## config.mk

```make
export PLATFORM = sky130hd
export DESIGN_NAME = mclk_ratio_detect
export DESIGN_NICKNAME = d
export VERILOG_FILES = /design/src/rtl/mclk_ratio_pkg.sv /design/src/rtl/mclk_period_meter.sv /design/src/rtl/ratio_classify.sv /design/src/rtl/ratio_lock.sv /design/src/rtl/mod_ce_div.sv /design/src/rtl/mclk_ratio_detect.sv
export SDC_FILE = /design/constraint.sdc
export NUM_CORES = 1
export LEC_CHECK = 0
export ABC_AREA = 1
export BUFFER_PORTS_ARGS = -buffer_cell sky130_fd_sc_hd__buf_2
export CORE_ASPECT_RATIO = 2
export CORE_MARGIN = 5
export CORE_UTILIZATION = 45
export CTS_BUF_LIST = sky130_fd_sc_hd__clkbuf_8
export CTS_CLUSTER_DIAMETER = 200
export DETAILED_ROUTE_END_ITERATION = 10
export SETUP_SLACK_MARGIN = 0.05
export SYNTH_ARGS = -nofsm -noshare
export SYNTH_HDL_FRONTEND = slang
export SYNTH_HIERARCHICAL = 1
export SYNTH_SLANG_ARGS = --single-unit
```

## constraint.sdc

```tcl
create_clock -name clk -period 2.4 [get_ports clk]
set_input_delay 0.48 -clock clk [delete_from_list [all_inputs] [get_ports clk]]
set_output_delay 0.48 -clock clk [all_outputs]
set_load 0.005 [all_outputs]
```

## src/rtl/mclk_ratio_pkg.sv

```systemverilog
package mclk_ratio_pkg;

    localparam int NUM_RATIO = 9;
    localparam int CODE_W    = 4;
    localparam int MODE_W    = 2;
    localparam int DIV_W     = 4;

    typedef enum logic [MODE_W-1:0] {
        OSR_2X = 2'd0,
        OSR_4X = 2'd1,
        OSR_8X = 2'd2
    } osr_e;

    // Legal ratio for a code: even codes are powers of two from 64,
    // odd codes are 1.5 times the even code below them.
    function automatic int unsigned ratio_of(input int unsigned idx);
        int unsigned base;
        base = idx[0] ? 96 : 64;
        return base << (idx >> 1);
    endfunction

    // Mode m accepts codes 2m .. 2m+4.
    function automatic logic code_fits(input logic [CODE_W-1:0] code,
                                       input logic [MODE_W-1:0] m);
        int unsigned c;
        int unsigned mi;
        c  = 32'(code);
        mi = 32'(m);
        return (mi <= 2) && (c >= 2 * mi) && (c <= 2 * mi + 4);
    endfunction

    // Master cycles per modulator tick: ratio / (32 << mode).
    function automatic logic [DIV_W-1:0] div_of(input logic [CODE_W-1:0] code,
                                                input logic [MODE_W-1:0] m);
        int unsigned r;
        r = ratio_of(32'(code)) >> (5 + 32'(m));
        return DIV_W'(r);
    endfunction

endpackage

```

## src/rtl/mclk_period_meter.sv

```systemverilog
module mclk_period_meter
    import mclk_ratio_pkg::*;
#(
    parameter int CNT_W = 12
) (
    input  logic             clk,
    input  logic             rst_n,
    input  logic             wclk_in,
    output logic             period_vld,
    output logic [CNT_W-1:0] period
);

    localparam logic [CNT_W-1:0] CNT_MAX = '1;

    typedef struct packed {
        logic [1:0]       sync;
        logic             prev;
        logic             seen;
        logic [CNT_W-1:0] cnt;
        logic             vld;
        logic [CNT_W-1:0] per;
    } meter_t;

    meter_t st_d, st_q;
    logic   rise;

    always_comb begin
        st_d      = st_q;
        st_d.sync = {st_q.sync[0], wclk_in};
        st_d.prev = st_q.sync[1];
        rise      = st_q.sync[1] & ~st_q.prev;
        st_d.vld  = 1'b0;
        if (rise) begin
            st_d.vld  = st_q.seen;
            st_d.per  = (st_q.cnt == CNT_MAX) ? CNT_MAX : st_q.cnt + CNT_W'(1);
            st_d.cnt  = '0;
            st_d.seen = 1'b1;
        end else if (st_q.cnt != CNT_MAX) begin
            st_d.cnt = st_q.cnt + CNT_W'(1);
        end
    end

    always_ff @(posedge clk or negedge rst_n) begin
        if (!rst_n) st_q <= '0;
        else        st_q <= st_d;
    end

    assign period_vld = st_q.vld;
    assign period     = st_q.per;

endmodule

```

## src/rtl/ratio_classify.sv

```systemverilog
module ratio_classify
    import mclk_ratio_pkg::*;
#(
    parameter int CNT_W = 12
) (
    input  logic [CNT_W-1:0]  period,
    input  logic [MODE_W-1:0] mode_pref,
    output logic              hit,
    output logic [CODE_W-1:0] code,
    output logic [MODE_W-1:0] mode
);

    logic [NUM_RATIO-1:0] hit_vec;

    generate
        for (genvar i = 0; i < NUM_RATIO; i++) begin : g_ratio
            localparam logic [CNT_W-1:0] RVAL = CNT_W'(ratio_of(i));
            assign hit_vec[i] = (period == RVAL);
        end
    endgenerate

    always_comb begin
        code = '0;
        for (int i = 0; i < NUM_RATIO; i++) begin
            if (hit_vec[i]) code = CODE_W'(i);
        end
        hit = |hit_vec;

        if (code_fits(code, mode_pref)) mode = mode_pref;
        else if (code >= CODE_W'(4))    mode = OSR_8X;
        else if (code >= CODE_W'(2))    mode = OSR_4X;
        else                            mode = OSR_2X;
    end

endmodule

```

## src/rtl/ratio_lock.sv

```systemverilog
module ratio_lock
    import mclk_ratio_pkg::*;
#(
    parameter int CNT_W = 12
) (
    input  logic              clk,
    input  logic              rst_n,
    input  logic              period_vld,
    input  logic [CNT_W-1:0]  period,
    input  logic              hit,
    input  logic [CODE_W-1:0] cand_code,
    input  logic [MODE_W-1:0] cand_mode,
    output logic [CODE_W-1:0] ratio_code,
    output logic [MODE_W-1:0] osr_mode,
    output logic              locked,
    output logic              err
);

    typedef struct packed {
        logic [CNT_W-1:0]  last;
        logic              last_ok;
        logic [CODE_W-1:0] code;
        logic [MODE_W-1:0] mode;
        logic              locked;
        logic              err;
    } lock_t;

    lock_t st_d, st_q;

    always_comb begin
        st_d = st_q;
        if (period_vld) begin
            st_d.err = ~hit;
            if (hit && st_q.last_ok && (period == st_q.last)) begin
                st_d.code   = cand_code;
                st_d.mode   = cand_mode;
                st_d.locked = 1'b1;
            end
            st_d.last    = period;
            st_d.last_ok = hit;
        end
    end

    always_ff @(posedge clk or negedge rst_n) begin
        if (!rst_n) st_q <= '0;
        else        st_q <= st_d;
    end

    assign ratio_code = st_q.code;
    assign osr_mode   = st_q.mode;
    assign locked     = st_q.locked;
    assign err        = st_q.err;

endmodule

```

## src/rtl/mod_ce_div.sv

```systemverilog
module mod_ce_div
    import mclk_ratio_pkg::*;
(
    input  logic              clk,
    input  logic              rst_n,
    input  logic              locked,
    input  logic [CODE_W-1:0] ratio_code,
    input  logic [MODE_W-1:0] osr_mode,
    output logic              mod_ce
);

    typedef struct packed {
        logic [DIV_W-1:0] cnt;
        logic             ce;
    } div_t;

    div_t             st_d, st_q;
    logic [DIV_W-1:0] div_last;

    always_comb begin
        div_last = div_of(ratio_code, osr_mode) - DIV_W'(1);
        st_d     = st_q;
        if (!locked) begin
            st_d = '0;
        end else if (st_q.cnt >= div_last) begin
            st_d.cnt = '0;
            st_d.ce  = 1'b1;
        end else begin
            st_d.cnt = st_q.cnt + DIV_W'(1);
            st_d.ce  = 1'b0;
        end
    end

    always_ff @(posedge clk or negedge rst_n) begin
        if (!rst_n) st_q <= '0;
        else        st_q <= st_d;
    end

    assign mod_ce = st_q.ce;

endmodule

```

## src/rtl/mclk_ratio_detect.sv

```systemverilog
module mclk_ratio_detect
    import mclk_ratio_pkg::*;
#(
    parameter int CNT_W = 12
) (
    input  logic              clk,
    input  logic              rst_n,
    input  logic              wclk_in,
    input  logic [MODE_W-1:0] mode_pref,
    output logic [CODE_W-1:0] ratio_code,
    output logic [MODE_W-1:0] osr_mode,
    output logic              ratio_locked,
    output logic              ratio_err,
    output logic              mod_ce
);

    logic              period_vld;
    logic [CNT_W-1:0]  period;
    logic              hit;
    logic [CODE_W-1:0] cand_code;
    logic [MODE_W-1:0] cand_mode;

    mclk_period_meter #(.CNT_W(CNT_W)) u_meter (
        .clk        (clk),
        .rst_n      (rst_n),
        .wclk_in    (wclk_in),
        .period_vld (period_vld),
        .period     (period)
    );

    ratio_classify #(.CNT_W(CNT_W)) u_class (
        .period    (period),
        .mode_pref (mode_pref),
        .hit       (hit),
        .code      (cand_code),
        .mode      (cand_mode)
    );

    ratio_lock #(.CNT_W(CNT_W)) u_lock (
        .clk        (clk),
        .rst_n      (rst_n),
        .period_vld (period_vld),
        .period     (period),
        .hit        (hit),
        .cand_code  (cand_code),
        .cand_mode  (cand_mode),
        .ratio_code (ratio_code),
        .osr_mode   (osr_mode),
        .locked     (ratio_locked),
        .err        (ratio_err)
    );

    mod_ce_div u_div (
        .clk        (clk),
        .rst_n      (rst_n),
        .locked     (ratio_locked),
        .ratio_code (ratio_code),
        .osr_mode   (osr_mode),
        .mod_ce     (mod_ce)
    );

endmodule

```

==> results.yml <==
sta:
  drv_slew: 0
  period_share: 0.9060
  timing.final.ws_setup_ps: 225.6
  max_slew.worst_pin.slew_ps: 693.8
  rsz0062_at_grt: "yes"
  hold_violations: 0
  slew_headroom: 0.5375
  fmaxAchievable_mhz: 459.9
  tns_ps: 0
  finClkSkew_ps: 11.79
  setup_viol: 0
  min_period_ps: 2174
power:
  vdd_drop_max_uv: 537.9
  pwr-share-seq: 0.522
  switching_power_uw: 667.6
  clkPwrFrac: 0.265
  p_sw_frac: 0.3207
  power.leakage_uw: 0.001901
  p_int_uw: 1414
  power_density_nw_per_um2: 563.3
  power_frac_comb: 0.213
die:
  die_w_um: 71.77
  coreArea_um2: 7545
  io-pin-count: 14
  row_count: 45
  fp.dieH_um: 133.5
  start_util: 0.4551
  die_area_um2: 9582
finish:
  final_cell_mix: "nand2_1, inv_1, dfrtp_1, nor2_1, nand3_1"
  area_growth_pct: 7.653
  antenna_cells: 0
  final.fill_count: 778
  fin_nets: 489
  seq_area_um2: 1385
  multi_input_area_um2: 1663
  final_common_cell: "nand2_1"
  drive_gt1_frac: 0.2063
cts:
  cts_tree: "done"
  clockRootBuffer: "clkbuf_8"
  cts_max_level: 2
  cts_buffers: 5
  cts_hold_buf: 0
  path_clk_slew_ps: 110
  clock_path_buffers: 2
  clock_latency_ps: 320
  cts_sinks: 55
setup_path:
  worstSetupEndpointType: "register"
  reg2reg_slack_ps: 230
  worstSetupStartpointType: "register"
  regToRegStartpoint: "u_lock/ratio_code[2]$_DFFE_PN0P_"
  critical_path_class: "register to register"
  cp.arrival_ps: 2430
  crit_end: "u_div/st_q[3]$_DFF_PN0_"
  worstPathRequired_ps: 2660
  crit_start: "u_lock/ratio_code[2]$_DFFE_PN0P_"
  ff2ff_path_depth: 12
  critPathMaxFanout: 8
  timing.rr.end: "u_div/st_q[3]$_DFF_PN0_"
drt:
  post_drt_wl_per_cell_um: 12.72
  drt-total-wl_um: 7238
  num_vias: 2799
  vias_per_cell: 4.919
  drt-pass1-iter-count: 4
  route.detailed.drc: 0
  dr.first_iter.drc_count: 103
  drtAntennaViolNets: 0
status:
  status: "finished, final reports clean"
synthesis:
  yosysSeqAreaShare: 0.4009
  synth_warnings: 6
  synth_area_leaders: "dfrtp_1, nand2_1, inv_1"
  ys_ff_latch: 55
  synth_nets: 478
  synth_area_um2: 3433
  netlist.area_leader.share: 0.4009
  syn_inst: 463
  postSynthAreaPerCell_um2: 7.415
  synth.distinct_cells: 35
  synth_area_leader_cell: "dfrtp_1"
global_routing:
  grt_pass1_wl_um: 12200
  first_global_vias: 2809
  track_usage: 0.1609
  grt_max_degree: 56
  grt.overflow.total: 0
  antenna_found_initial: 0
hold_path:
  hold_class: "input pin to register"
placed_design:
  dp_hpwl_um: 5484
  gp_congestion: 0.8592
  dp_slack_ps: 93.09
  portBuffers: 13
run:
  maxCapViolations: 0
sequential cells by signal (all words and copies together) (netlist names):
signal and flops:
u_div/mod_ce 1, u_div/st_q 4, u_lock/err 1, u_lock/locked 1
u_lock/osr_mode 2, u_lock/ratio_code 4, u_lock/st_q 13, u_meter/period 12
u_meter/period_vld 1, u_meter/st_d 2, u_meter/st_q 14
power groups by stage:
stage               clock (uW)  combinational (uW)  sequential, uW
floorplan                    0                 347            1060
global placement             0                 380            1100
detailed placement           0                 389            1100
CTS                        578                 390            1080
global route               615                 501            1100
finish                     552                 443            1090
metrics by stage:
step	power (uW)	util	hold WS [ps]	instance area (um^2)	std cells
floorplan	1410	-	184.4	3433	463
global placement	1476	0.4617	336.4	3483	551
detailed placement	1489	0.4617	341.1	3483	551
CTS	2050	0.4745	244.6	3580	559
global route	2216	0.4899	243.4	3696	569
finish	2082	0.4899	263.6	3696	569
final cells by class:
cell class | count | area share
clock inverter | 2 | 0.003724
inverter | 63 | 0.06398
clock buffer | 6 | 0.02234
sequential | 55 | 0.3747
timing repair buffer | 29 | 0.05349
tap | 94 | 0.03182
multi-input combinational | 320 | 0.4499
cell usage after synthesis, drive strengths merged:
cell,n
a31oi,2
xnor2,4
nand4,11
or2,1
clkinv,1
nand3,40
buf,22
o21bai,2
and2,2
ha,10
o21a,1
clkbuf,3
o21ai,24
a21oi,3
inv,62
nand2,157
dfrtp,55
nor3,2
a211oi,1
nand3b,2
nor2,54
xor2,4
cells by family after synthesis:
kind of cell               Yosys count  share of synthesized area
and+or+nand+nor                    269                     0.3677
buffers and inverters               88                     0.1206
DFF                                 55                     0.4009
AOI/OAI and AO/OA                   33                    0.05394
adders and majority gates           10                    0.03644
xor gates and xnor gates             8                    0.02041
worst max-delay path, cell delays in order (launching register included):
cell and delay, ps:
dfrtp_1 480, nor2_2 180, nand3_2 90, nand3_1 100
nand3_1 70, nand2_1 80, inv_2 50, ha_1 200
xor2_1 160, ha_1 290, nand4_1 110, nand4_1 180
nor2_1 130
routing by layer:
layer	global-route usage	wire length (um)	vias up
met3	0.02644	180	18
met4	0.07531	240	0
met2	0.3238	4257	48
met1	0.1470	2559	1286
met5	0	0	-
li1	-	-	1447
timing repair:
| action | in CTS | in global routing |
|---|---|---|
| resized for setup | 0 | 14 |
| setup endpoints to repair | 0 | 11 |
| buffers inserted | 0 | 10 |
how the worst min path moves through the flow:
stage               depth (start not counted)                       start  slack (ps)                         end
floorplan                                   0                       rst_n         180      u_div/mod_ce$_DFF_PN0_
global placement                            0  u_meter/st_d[28]$_DFF_PN0_         340  u_meter/st_d[26]$_DFF_PN0_
detailed placement                          0  u_meter/st_d[28]$_DFF_PN0_         340  u_meter/st_d[26]$_DFF_PN0_
CTS                                         1                     wclk_in         240  u_meter/st_d[28]$_DFF_PN0_
global route                                1                     wclk_in         240  u_meter/st_d[28]$_DFF_PN0_
finish                                      1                     wclk_in         260  u_meter/st_d[28]$_DFF_PN0_
Note: power is estimated with default switching activity, not from simulation.
